File: src/rtl/modem_stat_pkg.sv
package modem_stat_pkg;
  localparam int unsigned LINES    = 4;
  localparam int unsigned IDX_CTS  = 0;
  localparam int unsigned IDX_DSR  = 1;
  localparam int unsigned IDX_RI   = 2;
  localparam int unsigned IDX_DCD  = 3;
  localparam int unsigned SYNC_STG = 2;

  typedef logic [LINES-1:0] line_vec_t;

  typedef struct packed {
    line_vec_t stat;
    line_vec_t delta;
  } msr_word_t;
endpackage

File: src/rtl/msr_sync.sv
module msr_sync #(
  parameter int unsigned WIDTH  = 4,
  parameter int unsigned STAGES = 2,
  parameter logic [WIDTH-1:0] RST_VAL = '1
) (
  input  logic             clk_i,
  input  logic             rst_ni,
  input  logic [WIDTH-1:0] d_i,
  output logic [WIDTH-1:0] q_o
);
  logic [WIDTH-1:0] stage_q [STAGES];

  for (genvar g = 0; g < STAGES; g++) begin : g_stage
    logic [WIDTH-1:0] src;
    if (g == 0) begin : g_first
      assign src = d_i;
    end else begin : g_next
      assign src = stage_q[g-1];
    end
    always_ff @(posedge clk_i or negedge rst_ni) begin
      if (!rst_ni) stage_q[g] <= RST_VAL;
      else         stage_q[g] <= src;
    end
  end

  assign q_o = stage_q[STAGES-1];
endmodule

File: src/rtl/msr_src_mux.sv
module msr_src_mux #(
  parameter int unsigned WIDTH = 4
) (
  input  logic [WIDTH-1:0] pin_n_i,
  input  logic [WIDTH-1:0] ctrl_i,
  input  logic             loop_i,
  output logic [WIDTH-1:0] stat_o
);
  // status is active high; pins are active low
  always_comb begin
    stat_o = loop_i ? ctrl_i : ~pin_n_i;
  end
endmodule

File: src/rtl/msr_delta.sv
module msr_delta #(
  parameter int unsigned WIDTH     = 4,
  parameter int unsigned TRAIL_IDX = 2,
  parameter int unsigned PRIME     = 3
) (
  input  logic             clk_i,
  input  logic             rst_ni,
  input  logic [WIDTH-1:0] stat_i,
  input  logic             rd_i,
  output logic [WIDTH-1:0] delta_o
);
  localparam int unsigned CNT_W = $clog2(PRIME + 1);

  logic [CNT_W-1:0] cnt_q;
  logic             primed;
  logic [WIDTH-1:0] hist_q, delta_q, set_w;

  assign primed = (cnt_q == CNT_W'(PRIME));

  always_ff @(posedge clk_i or negedge rst_ni) begin
    if (!rst_ni)      cnt_q <= '0;
    else if (!primed) cnt_q <= cnt_q + 1'b1;
  end

  always_ff @(posedge clk_i or negedge rst_ni) begin
    if (!rst_ni) hist_q <= '0;
    else         hist_q <= stat_i;
  end

  for (genvar g = 0; g < WIDTH; g++) begin : g_edge
    if (g == TRAIL_IDX) begin : g_trail
      // status 1->0 only (pin low->high)
      assign set_w[g] = primed & hist_q[g] & ~stat_i[g];
    end else begin : g_any
      assign set_w[g] = primed & (hist_q[g] ^ stat_i[g]);


      any_edge_chk: assert property (@(posedge clk_i) disable iff (!rst_ni)
        primed && (stat_i[g] != hist_q[g]) |=> delta_q[g]);
    end
  end

  // read clears; a simultaneous set wins
  always_ff @(posedge clk_i or negedge rst_ni) begin
    if (!rst_ni) delta_q <= '0;
    else         delta_q <= (delta_q & ~{WIDTH{rd_i}}) | set_w;
  end

  assign delta_o = delta_q;


  sticky_chk: assert property (@(posedge clk_i) disable iff (!rst_ni)
    !rd_i |=> (delta_q & $past(delta_q)) == $past(delta_q));


  read_clear_chk: assert property (@(posedge clk_i) disable iff (!rst_ni)
    rd_i && (set_w == '0) |=> delta_q == '0);


  trail_only_chk: assert property (@(posedge clk_i) disable iff (!rst_ni)
    $rose(delta_q[TRAIL_IDX]) |-> $past(hist_q[TRAIL_IDX]) && !$past(stat_i[TRAIL_IDX]));


  prime_quiet_chk: assert property (@(posedge clk_i) disable iff (!rst_ni)
    !primed |=> delta_q == '0);
endmodule

File: src/rtl/modem_status.sv
module modem_status
  import modem_stat_pkg::*;
(
  input  logic       clk_i,
  input  logic       rst_ni,
  input  logic       cts_n_i,
  input  logic       dsr_n_i,
  input  logic       ri_n_i,
  input  logic       dcd_n_i,
  input  logic       loop_en_i,
  input  logic       loop_rts_i,
  input  logic       loop_dtr_i,
  input  logic       loop_aux1_i,
  input  logic       loop_aux2_i,
  input  logic       irq_en_i,
  input  logic       rd_stb_i,
  output logic [7:0] rd_data_o,
  output logic       irq_o
);
  localparam int unsigned PRIME = SYNC_STG + 1;

  line_vec_t pin_n, pin_sync_n, ctrl, stat_w, delta_w;
  msr_word_t word;

  always_comb begin
    pin_n          = '1;
    pin_n[IDX_CTS] = cts_n_i;
    pin_n[IDX_DSR] = dsr_n_i;
    pin_n[IDX_RI]  = ri_n_i;
    pin_n[IDX_DCD] = dcd_n_i;
    ctrl           = '0;
    ctrl[IDX_CTS]  = loop_rts_i;
    ctrl[IDX_DSR]  = loop_dtr_i;
    ctrl[IDX_RI]   = loop_aux1_i;
    ctrl[IDX_DCD]  = loop_aux2_i;
  end

  msr_sync #(.WIDTH(LINES), .STAGES(SYNC_STG), .RST_VAL('1)) i_sync (
    .clk_i (clk_i),
    .rst_ni(rst_ni),
    .d_i   (pin_n),
    .q_o   (pin_sync_n)
  );

  msr_src_mux #(.WIDTH(LINES)) i_mux (
    .pin_n_i(pin_sync_n),
    .ctrl_i (ctrl),
    .loop_i (loop_en_i),
    .stat_o (stat_w)
  );

  msr_delta #(.WIDTH(LINES), .TRAIL_IDX(IDX_RI), .PRIME(PRIME)) i_delta (
    .clk_i  (clk_i),
    .rst_ni (rst_ni),
    .stat_i (stat_w),
    .rd_i   (rd_stb_i),
    .delta_o(delta_w)
  );

  assign word.stat  = stat_w;
  assign word.delta = delta_w;
  assign rd_data_o  = word;
  assign irq_o      = irq_en_i & (|delta_w);


  irq_hold_chk: assert property (@(posedge clk_i) disable iff (!rst_ni)
    irq_o && !rd_stb_i |=> irq_o || !irq_en_i);


  irq_src_chk: assert property (@(posedge clk_i) disable iff (!rst_ni)
    irq_o |-> irq_en_i && (rd_data_o[3:0] != 4'h0));
endmodule

File: config.mk
export PLATFORM = sky130hd
export DESIGN_NAME = modem_status
export DESIGN_NICKNAME = d
export VERILOG_FILES = /design/src/rtl/modem_stat_pkg.sv /design/src/rtl/msr_sync.sv /design/src/rtl/msr_src_mux.sv /design/src/rtl/msr_delta.sv /design/src/rtl/modem_status.sv
export SDC_FILE = /design/constraint.sdc
export NUM_CORES = 1
export LEC_CHECK = 0
export BUFFER_PORTS_ARGS = -buffer_cell sky130_fd_sc_hd__clkbuf_2
export CAP_MARGIN = 40
export CELL_PAD_IN_SITES_DETAIL_PLACEMENT = 0
export CELL_PAD_IN_SITES_GLOBAL_PLACEMENT = 2
export CORE_MARGIN = 1
export CORE_UTILIZATION = 30
export CTS_CLUSTER_DIAMETER = 150
export DETAILED_ROUTE_END_ITERATION = 6
export GPL_ROUTABILITY_DRIVEN = 0
export GPL_TIMING_DRIVEN = 0
export PLACE_DENSITY = 0.72
export SETUP_SLACK_MARGIN = 0.1
export SLEW_MARGIN = 20
export SYNTH_ARGS = -nofsm -noshare
export SYNTH_HDL_FRONTEND = slang
export SYNTH_HIERARCHICAL = 1
export SYNTH_SLANG_ARGS = --single-unit
File: constraint.sdc
create_clock -name clk_i -period 1.45 [get_ports clk_i]
set_clock_uncertainty 0.15 [all_clocks]
set_input_delay 0 -clock clk_i [delete_from_list [all_inputs] [get_ports clk_i]]
set_output_delay 0 -clock clk_i [all_outputs]
set_load 0.03 [all_outputs]
# After elaboration in Yosys (flattened, before gate mapping)
# Cells that the tools add are included.
[totals]
regBits = 18
latch_bits = 0
ramBits = 0
mem_bits_ro = 0
elab_cells = 23
memories = 0
[classes]
addsub = 1
multipliers = 0
n_div = 0
n_lt_le_gt_ge = 0
n_eq_ne = 1
n_shift = 0
muxes = 1
bitwise = 14
reduce_logical = 1
[op_table]
columns = ["operator", "count"]
rows = [
  ["4-bit NOT", 2],
  ["1-bit AND", 6],
  ["4-bit AND", 1],
  ["4-bit 2-to-1 mux", 1],
  ["4-bit OR", 1],
  ["4-bit OR reduction", 1],
  ["1-bit XOR", 3],
  ["2-bit by 1-bit adder with 2-bit output, second input constant", 1],
  ["2-bit equality test, second input constant", 1],
  ["1-bit NOT", 1],
]

# Depth between registers and ports, before layout
# Gate-level depths: netlist of the first run.
[logic_depth]
depth_word = 5
mapped_depth = 4

# Cells and area by module
# Netlist of the first run, hierarchy kept.
[by_module_without_submodules]
columns = ["mod", "n_inst", "cells_per_inst", "area_per_inst_um2", "seq_area_each_um2"]
rows = [
  ["msr_delta", 1, 23, 369.1, 250.2],
  ["msr_sync", 1, 8, 210.2, 210.2],
  ["msr_src_mux", 1, 8, 35.0, 0.0],
  ["modem_status", 1, 1, 11.3, 0.0],
]

# Worst setup path after synthesis of the first run
# No wires, ideal clock.
[synth_path]
path_type = "register to register"
from = "register i_sync.stage_q, in the netlist i_sync/q_o[1]"
to = "register i_delta.delta_q[1], in the netlist i_delta/delta_o[1]"
t_arrival_ns = 1.521
t_required_ns = 1.179
path_slack_ns = -0.342
path_stages_with_launch = 4
path_cell_list = "dfstp_2 > o21ai_0 > xor2_1 > a22o_1"
[synth_between]
elab_chain_cells = 5
[synth_lines]
columns = ["element", "line_no", "source"]
rows = [
  ["start: declaration", "msr_sync.sv:11", "logic [WIDTH-1:0] stage_q [STAGES];"],
  ["start signal: indexed assignment", "msr_sync.sv:22", "else stage_q[g] <= src;"],
  ["4-bit NOT", "msr_src_mux.sv:11", "stat_o = loop_i ? ctrl_i : ~pin_n_i;"],
  ["4-bit 2-to-1 mux", "msr_src_mux.sv:11", ""],
  ["named net rd_data_o[5]", "modem_status.sv:17", "output logic [7:0] rd_data_o,"],
  ["1-bit XOR", "msr_delta.sv:35", "assign set_w[g] = primed & (hist_q[g] ^ stat_i[g]);"],
  ["1-bit AND", "msr_delta.sv:35", ""],
  ["4-bit OR", "msr_delta.sv:46", "else delta_q <= (delta_q & ~{WIDTH{rd_i}}) | set_w;"],
  ["end signal: assignment", "msr_delta.sv:46", ""],
  ["end: declaration", "msr_delta.sv:16", "logic [WIDTH-1:0] hist_q, delta_q, set_w;"],
]
# The timed path passes the listed nets, and every way through them passes these cells.
# A chain may end at the register's enable or synchronous reset.

# Final worst setup path of the first run
[layout_path]
from = "register i_delta.delta_q[1], in the netlist i_delta/delta_o[1]"
to = "output port irq_o"
[layout_between]
elab_chain_cells = 2
[layout_lines]
columns = ["element", "line_no", "source"]
rows = [
  ["4-bit OR reduction", "modem_status.sv:63", "assign irq_o = irq_en_i & (|delta_w);"],
  ["1-bit AND", "modem_status.sv:63", ""],
  ["end: declaration", "modem_status.sv:18", "output logic irq_o"],
]
# Every way passes these cells.

==> impl_metrics.csv, run 1 <==
group,metric,value,unit
run_status,status,"finished with violations",
run_status,violations,"hold timing",
grt,grt_max_degree,19,
finish,multi_input_area,172.7,µm²
setup_path,r2r_start,"i_delta/cnt_q[0]",
timing,slew_headroom,0.7214,
setup_path,critPathKind,"flip-flop to primary output",
synth,synth_fp_nets,55,
detailed_routing,drc,0,
clocking,path_clk_slew,0.10,ns
min_path,hold_class,"input pin to flip-flop",
clocking,cts_sinks,18,
timing,setup_viol,0,
timing,fin_crit_sh,0.9919,
detailed_routing,drt_wl_total,1.023,mm
setup_path,cp_num_buf_inv,1,
synth,ys_seq_area_frac,0.7360,
detailed_routing,drt_iter0_drc,4,
finish,utilization,0.4739,
synth,ys.warnings.count,6,
job,drv_cap,0,
grt,grt_usage,0.1106,
timing,rsz0062_at_grt,"yes",
floorplanning,ioPinCount,22,
synth,synth_cell_types,12,
clocking,cts_buffers,3,
min_path,hold_depth,2,
finish,regArea,460.4,µm²
power,total_power,1.006,mW
power,power_leakage,0.4379,nW
floorplanning,initial_core_util,0.3189,
setup_path,crit_path_end_kind,"primary output",
power,vdd_drop_max,0.5812,mV
finish,layout.nets,93,
grt,grt-ovfl-total,0,
floorplanning,die_h,47.67,µm
synth,synthCells,40,
detailed_routing,wl_per_cell,9.837,µm
setup_path,slowest_delay,0.44,ns
synth,netlist_area,625.6,µm²
finish,n_fill_cell,192,
finish,area_growth,48.60,%
synth,synth.avg_cell_area,15.64,µm²
timing,tightest_slew,0.4180,ns
grt,grt_first_pass_wirelength,1.559,mm
finish,diodes,0,
setup_path,r2r_end,"i_delta/cnt_q[1]",
floorplanning,fp.dieArea,2272,µm²
floorplanning,dieWidth,47.67,µm
setup_path,critPathLaunch,"i_delta/delta_o[1]",
setup_path,r2r_slack,0.20,ns
finish,drive_gt1_frac,0.5065,
timing,hold_viol,4,
detailed_routing,num_vias,431,
setup_path,rr_worst_depth,2,
setup_path,slowest_stage,"o41a_1",
synth,synth_top_area_frac,0.4000,
synth,yosys.area.top_type,"dfrtp_1",
clocking,h-tree-depth,1,
clocking,cts_tree,"done",
min_path,hold_start,"loop_en_i",
timing,period_needed,1.438,ns
setup_path,cp.depth,2,
setup_path,path_cells,"o41a_1, clkbuf_8",
floorplanning,rows,16,
power,p_per_area,1082,nW/µm²
detailed_routing,vias_per_cell,4.144,
setup_path,cp_top_family,"compound AO/OA/AOI/OAI gates",
clocking,cts_root_buf,"clkbuf_4",
clocking,cts_buffer_depth,2,
placed_design,numPortBuffers,21,
clocking,cts_hold_buf,10,
detailed_routing,antenna_left,0,
floorplanning,core,1962,µm²
setup_path,path_max_fanout,2,
timing,whs,-0.1036,ns
timing,max_freq,695.3,MHz
min_path,hold-path-endpoint,"i_delta/hist_q[2]",
timing,maxSlewViolCount,0,
synth,synthTopCellsByArea,"dfrtp_1 (40%), dfstp_2 (34%), a22o_1 (4.2%)",
setup_path,required,1.30,ns
clocking,insertion_delay,0.29,ns
setup_path,arrival,1.29,ns
setup_path,start_kind,"flip-flop",
grt,antenna_found_initial,0,
grt,first_global_vias,379,
synth,ys_ff_latch,18,
detailed_routing,drt_pass1_iterations,3,
## worst max path at each step
stage / endpoint / slack (ns)
after floorplan: i_delta/delta_o[1] / 0.15
after global placement: i_delta/cnt_q[1] / 0.21
after CTS: irq_o / 0.003
after detailed placement: i_delta/cnt_q[1] / 0.21
after global routing: irq_o / -0.05
final: irq_o / 0.01
## layout make-up
cell class | instances | share of cell area
clock buffer | 4 | 0.02826
inverter | 2 | 0.008075
multi-input combinational | 20 | 0.1857
sequential | 18 | 0.4953
tap | 27 | 0.03634
timing repair buffer | 33 | 0.2463
## cell usage after synthesis
cell	number
dfrtp_1	10
o21ai_0	4
inv_1	2
mux2_4	1
a22o_1	3
ha_1	2
xnor2_1	1
dfstp_2	8
o41a_1	1
nand2_1	4
a32o_1	1
xor2_1	3
## per-stage QoR
stage	instances	setup slack [ns]	hold slack (ns)	TNS [ns]	area (µm²)
detailed placement	88	0.2069	-0.1851	0	779.5
finish	104	0.01175	-0.1036	0	929.6
global placement	88	0.2137	-0.1895	0	779.5
floorplan	40	0.1476	-0.4456	0	640.6
global route	104	-0.04716	-0.1093	-0.04716	929.6
CTS	104	0.002908	-0.1061	0	929.6
## power breakdown
part           internal [mW]  switching [mW]
Combinational         0.0844           0.111
Sequential             0.547          0.0184
Clock                  0.107           0.139
## placed cells by master, fill, tap and decap left out, drive strengths merged
| cell | count |
|---|---|
| clkbuf | 25 |
| dlygate4sd3 | 10 |
| dfrtp | 10 |
| dfstp | 8 |
| nand2 | 4 |
| o21ai | 4 |
| xor2 | 3 |
| a22o | 3 |
| inv | 2 |
| ha | 2 |
| buf | 2 |
| o41a | 1 |
| a32o | 1 |
| xnor2 | 1 |
| mux2 | 1 |
## flip-flops by register name, summed over array words and instances (netlist names)
| signal | count |
|---|---|
| i_sync/g_stage.src | 4 |
| i_delta/hist_q | 4 |
| i_delta/delta_o | 4 |
| i_sync/q_o | 4 |
| i_delta/cnt_q | 2 |
## repair_timing
action | 4_1_cts | 5_1_grt
endpoints found under the hold margin | 30 | 4
setup buffers | 2 | 0
resized for setup | 2 | 0
setup endpoints to repair | 1 | 1
gates cloned | 0 | 0
## cell families (layout without fill, tap and decap cells)
kind of cell    Yosys count  count (layout)  share of synthesized area
flops                    18              18                     0.7360
simple gates              4               4                    0.02399
mux                       1               1                    0.02399
compound gates            9               9                     0.1080
fa+ha+maj                 2               2                    0.03999
buf+inv                   2              39                    0.01200
xor+xnor                  4               4                    0.05601
## metal layers
| layer | global-route usage | wire length [µm] |
|---|---|---|
| met3 | 0.06792 | 77 |
| met1 | 0.1202 | 423 |
| met2 | 0.1644 | 508 |
| met4 | 0.06667 | 12 |
| met5 | 0 | 0 |
No activity file was read; power rests on OpenSTA's default activity.
==> run 2: changes to the inputs <==
--- a/config.mk
+++ b/config.mk
@@ -7,10 +7,10 @@
 export LEC_CHECK = 0
 export BUFFER_PORTS_ARGS = -buffer_cell sky130_fd_sc_hd__clkbuf_2
 export CAP_MARGIN = 40
-export CELL_PAD_IN_SITES_DETAIL_PLACEMENT = 0
-export CELL_PAD_IN_SITES_GLOBAL_PLACEMENT = 2
+export CELL_PAD_IN_SITES_DETAIL_PLACEMENT = 1
+export CELL_PAD_IN_SITES_GLOBAL_PLACEMENT = 1
 export CORE_MARGIN = 1
-export CORE_UTILIZATION = 30
+export CORE_UTILIZATION = 36
 export CTS_CLUSTER_DIAMETER = 150
 export DETAILED_ROUTE_END_ITERATION = 6
 export GPL_ROUTABILITY_DRIVEN = 0
==> impl_metrics.csv, run 2 (same netlist as run 1, synthesis figures left out) <==
group,metric,value,unit
detailed_routing,drc,3,
setup_path,arrival,1.26,ns
detailed_routing,drt_wl_total,1.225,mm
finish,n_fill_cell,162,
clocking,cts_sinks,18,
grt,grt_max_degree,19,
clocking,insertion_delay,0.28,ns
power,p_per_area,1089,nW/µm²
timing,maxSlewViolCount,0,
grt,grt_usage,0.1630,
clocking,path_clk_slew,0.09,ns
detailed_routing,num_vias,449,
finish,layout.nets,94,
run_status,status,"finished with violations",
timing,period_needed,1.411,ns
min_path,hold_class,"input pin to async pin",
setup_path,critPathKind,"flip-flop to primary output",
grt,grt-ovfl-total,0,
grt,grt_first_pass_wirelength,2.159,mm
finish,area_growth,48.80,%
floorplanning,fp.dieArea,1908,µm²
setup_path,path_max_fanout,2,
timing,hold_viol,0,
run_status,violations,"DRC",
timing,rsz0062_at_grt,"yes",
floorplanning,dieWidth,43.69,µm
floorplanning,die_h,43.69,µm
timing,fin_crit_sh,0.9729,
setup_path,path_cells,"o41a_1, clkbuf_8",
timing,tightest_slew,0.4451,ns
setup_path,cp_top_family,"compound AO/OA/AOI/OAI gates",
timing,slew_headroom,0.7032,
detailed_routing,wl_per_cell,13.03,µm
placed_design,post-dp-hpwl,845.2,µm
floorplanning,initial_core_util,0.4013,
clocking,h-tree-depth,1,
floorplanning,core,1559,µm²
timing,setup_tns,0,ns
setup_path,slowest_stage,"o41a_1",
setup_path,r2r_slack,0.21,ns
floorplanning,rows,14,
clocking,cts_root_buf,"clkbuf_4",
grt,antenna_found_initial,0,
power,vdd_drop_max,0.7300,mV
placed_design,numPortBuffers,21,
finish,final_cell_mix,"clkbuf_2 (16), dlygate4sd3_1 (11), dfrtp_1 (10)",
clocking,cts_tree,"done",
setup_path,crit_path_end_kind,"primary output",
power,power_leakage,0.4430,nW
finish,drive_gt1_frac,0.5000,
setup_path,cp_num_buf_inv,1,
placed_design,dp_slack,0.2241,ns
timing,setup_viol,0,
grt,first_global_vias,519,
timing,max_freq,708.8,MHz
floorplanning,ioPinCount,22,
detailed_routing,antenna_left,0,
finish,layout_commonest_cell,"clkbuf_2",
job,drv_cap,0,
detailed_routing,vias_per_cell,4.777,
setup_path,start_kind,"flip-flop",
finish,diodes,0,
setup_path,slowest_delay,0.42,ns
detailed_routing,drt_pass1_iterations,5,
timing,setup_slack,0.03926,ns
clocking,cts_buffers,3,
clocking,cts_buffer_depth,2,
setup_path,required,1.30,ns
detailed_routing,drt_iter0_drc,3,
timing,whs,0.03199,ns
[run 2: changes by cell type in the layout (fill, tap and decap cells not counted), sizes merged]
cell	delta
buf	+3
clkbuf	-3
dlygate4sd3	+1
[run 2: report_power, final]
group          total [mW]  internal [mW]  leakage, nW  switching [mW]
Clock               0.245          0.107       0.0150           0.138
Combinational       0.202         0.0885        0.234           0.113
Sequential          0.567          0.547        0.194          0.0194
[run 2: routing by layer]
layer | wire length [µm] | GRT usage | vias to the layer above
li1 | - | - | 213
met1 | 480 | 0.1753 | 217
met2 | 654 | 0.2955 | 17
met3 | 68 | 0.03750 | 2
met4 | 21 | 0.08125 | 0
met5 | 0 | 0 | -
[run 2: layout make-up]
| class | instances | area, µm² | area share |
|---|---|---|---|
| timing repair buffer | 34 | 244.0 | 0.2621 |
| clock buffer | 4 | 26.28 | 0.02823 |
| sequential | 18 | 460.4 | 0.4946 |
| tap | 16 | 20.02 | 0.02151 |
| inverter | 2 | 7.507 | 0.008065 |
| multi-input combinational | 20 | 172.7 | 0.1855 |
[run 2: timing repair]
action | CTS | global route
endpoints found under the setup margin | 1 | 5
buffers inserted | 2 | 0
resized for setup | 2 | 7
hold buffers | 11 | 0
endpoints found under the hold margin | 30 | 0
pin swaps | 0 | 0
[run 2: worst reg2reg max path, cell delays in order (launching register included)]
cell and delay (ns):
dfrtp_1 0.42, ha_1 0.26, mux2_4 0.30
[run 2: final timing paths]
kind / start / endpoint / cells past startpoint
max: i_delta/delta_o[1] / irq_o / 2
min: rst_ni / i_delta/delta_o[1] / 2
max reg2reg: i_delta/cnt_q[0] / i_delta/cnt_q[1] / 2
min reg2reg: i_sync/g_stage[1].src[0] / i_sync/q_o[0] / 0
max in group asynchronous: rst_ni / i_sync/g_stage[1].src[3] / 2
min in group clk_i: irq_en_i / irq_o / 3
[run 2: stage by stage]
step	cells	instance area (µm²)	utilization	power (mW)
after floorplan	40	640.6	-	0.6712
after global placement	77	765.7	0.4912	0.7327
after detailed placement	77	765.7	0.4912	0.7382
after CTS	94	925.9	0.5939	1.028
after global routing	94	930.9	0.5971	1.073
final	94	930.9	0.5971	1.013
==> run 3: changes to the inputs <==
--- a/config.mk
+++ b/config.mk
@@ -15,7 +15,7 @@
 export DETAILED_ROUTE_END_ITERATION = 6
 export GPL_ROUTABILITY_DRIVEN = 0
 export GPL_TIMING_DRIVEN = 0
-export PLACE_DENSITY = 0.72
+export PLACE_DENSITY_LB_ADDON = 0.3
 export SETUP_SLACK_MARGIN = 0.1
 export SLEW_MARGIN = 20
 export SYNTH_ARGS = -nofsm -noshare
==> impl_metrics.csv, run 3 (same netlist as run 1, synthesis figures left out) <==
group,metric,value,unit
placed_design,dp.cells,77,
detailed_routing,antenna_left,0,
detailed_routing,vias_per_cell,4.968,
floorplanning,rows,14,
placed_design,place_area,765.7,µm²
timing,maxSlewViolCount,0,
timing,fin_crit_sh,0.9878,
clocking,cts_tree,"done",
timing,max_freq,698.2,MHz
floorplanning,dieWidth,43.69,µm
grt,grt-ovfl-total,0,
clocking,cts_buffer_depth,2,
power,vdd_drop_max,0.6586,mV
setup_path,rr_worst_depth,2,
setup_path,critPathKind,"flip-flop to primary output",
detailed_routing,drt_wl_total,1.350,mm
finish,drive_gt1_frac,0.5190,
grt,antenna_found_initial,0,
setup_path,cp_top_family,"compound AO/OA/AOI/OAI gates",
job,drv_cap,0,
detailed_routing,drc,2,
finish,final_design_area_no_fill,953.4,µm²
clocking,cts_root_buf,"clkbuf_4",
power,clock_power_share,0.288,
timing,hold_viol,0,
floorplanning,core,1559,µm²
grt,globalRouteMet2Util,0.3104,
timing,tightest_slew,0.4373,ns
setup_path,arrival,1.28,ns
finish,diodes,0,
finish,layout_commonest_cell,"clkbuf_2",
timing,rsz0062_at_grt,"yes",
power,comb_power_share,0.193,
grt,first_global_vias,539,
run_status,status,"finished with violations",
power,switching_share,0.2721,
detailed_routing,drt_pass1_iterations,6,
setup_path,path_max_fanout,2,
run_status,violations,"DRC",
power,internal-power,0.7953,mW
clocking,insertion_delay,0.30,ns
clocking,path_clk_slew,0.11,ns
power,total_power,1.093,mW
setup_path,r2r_end,"i_delta/cnt_q[1]",
grt,grt_max_degree,19,
detailed_routing,wl_per_cell,14.21,µm
finish,final_cell_mix,"clkbuf_2 (16), dlygate4sd3_1 (11), dfrtp_1 (10)",
power,pwr-share-seq,0.519,
setup_path,path_cells,"o41a_1, clkbuf_8",
grt,busiest_layer,"met2",
min_path,hold_class,"input pin to async pin",
finish,layout.cells.non_filler,95,
power,power_leakage,0.4552,nW
setup_path,cp_num_buf_inv,1,
setup_path,start_kind,"flip-flop",
setup_path,slowest_stage,"o41a_1",
floorplanning,fp.dieArea,1908,µm²
grt,grtUsageMet3,0.03750,
setup_path,slowest_delay,0.42,ns
floorplanning,ioPinCount,22,
timing,setup_viol,0,
finish,area_growth,52.40,%
timing,period_needed,1.432,ns
grt,grt_usage,0.1764,
clocking,cts_buffers,3,
setup_path,r2r_start,"i_delta/cnt_q[0]",
clocking,cts_sinks,18,
finish,utilization,0.6116,
floorplanning,die_h,43.69,µm
timing,slew_headroom,0.7085,
clocking,h-tree-depth,1,
floorplanning,initial_core_util,0.4013,
detailed_routing,drt_iter0_drc,6,
setup_path,required,1.30,ns
placed_design,numPortBuffers,21,
detailed_routing,num_vias,472,
power,p_per_area,1146,nW/µm²
finish,layout.nets,95,
setup_path,crit_path_end_kind,"primary output",
grt,grt.met1_usage,0.2060,
setup_path,r2r_slack,0.18,ns
grt,grt_first_pass_wirelength,2.325,mm
power,p_sw,0.2973,mW
## run 3: changes by cell type in the layout (fill, tap and decap cells not counted)
cell and change:
buf_2 -2, buf_4 +2, clkbuf_1 -1, clkbuf_4 +1, clkbuf_8 +1
## run 3: worst reg2reg max path: cells and delay by family, from the launching register on
kind                       cells  cell delay [ns]
DFF                            1             0.43
muxes                          1             0.31
adders and majority gates      1             0.28
## run 3: timing repair
item / 4_1_cts / 5_1_grt
cloned: 0 / 0
setup buffers: 2 / 1
pin swaps: 1 / 0
hold endpoints to repair: 30 / 0
setup endpoints to repair: 1 / 5
hold buffers: 11 / 0
gates resized for setup: 2 / 10
## run 3: area by class of cell
cell class / count / area, µm²
well taps: 16 / 20.02
multi-input cells: 20 / 172.7
flip-flops and latches: 18 / 460.4
clock buffers: 4 / 36.28
repair buffers: 35 / 256.5
fillers: 164 / 605.6
inverters: 2 / 7.507
## run 3: worst max-delay path by stage
stage | to | cells after the start | startpoint | slack, ns
floorplan | i_delta/delta_o[1] | 3 | i_sync/q_o[1] | 0.15
global placement | i_delta/cnt_q[1] | 2 | i_delta/cnt_q[0] | 0.22
detailed placement | i_delta/cnt_q[1] | 2 | i_delta/cnt_q[0] | 0.20
finish | irq_o | 2 | i_delta/delta_o[1] | 0.02
CTS | irq_o | 2 | i_delta/delta_o[1] | 0.002
global route | irq_o | 2 | i_delta/delta_o[1] | -0.03
## run 3: per-layer routing
| layer | vias to the layer above | wire length [µm] |
|---|---|---|
| li1 | 216 | - |
| met1 | 236 | 561 |
| met2 | 17 | 705 |
| met3 | 3 | 59 |
| met4 | 0 | 24 |
| met5 | - | 0 |
## run 3: metrics by stage
stage | setup TNS [ns] | hold slack (ns) | worst slack [ns]
finish | 0 | 0.01306 | 0.01767
global route | -0.02872 | 0.05088 | -0.02872
CTS | 0 | 0.01402 | 0.001978
detailed placement | 0 | -0.1901 | 0.2010
global placement | 0 | -0.1934 | 0.2199
floorplan | 0 | -0.4456 | 0.1476
## run 3: power groups by stage
| stage | clock [mW] | combinational [mW] | sequential, mW |
|---|---|---|---|
| after floorplan | 0 | 0.0623 | 0.609 |
| after global placement | 0 | 0.156 | 0.577 |
| after detailed placement | 0 | 0.160 | 0.580 |
| after CTS | 0.323 | 0.201 | 0.568 |
| after global routing | 0.345 | 0.229 | 0.571 |
| final | 0.315 | 0.211 | 0.567 |
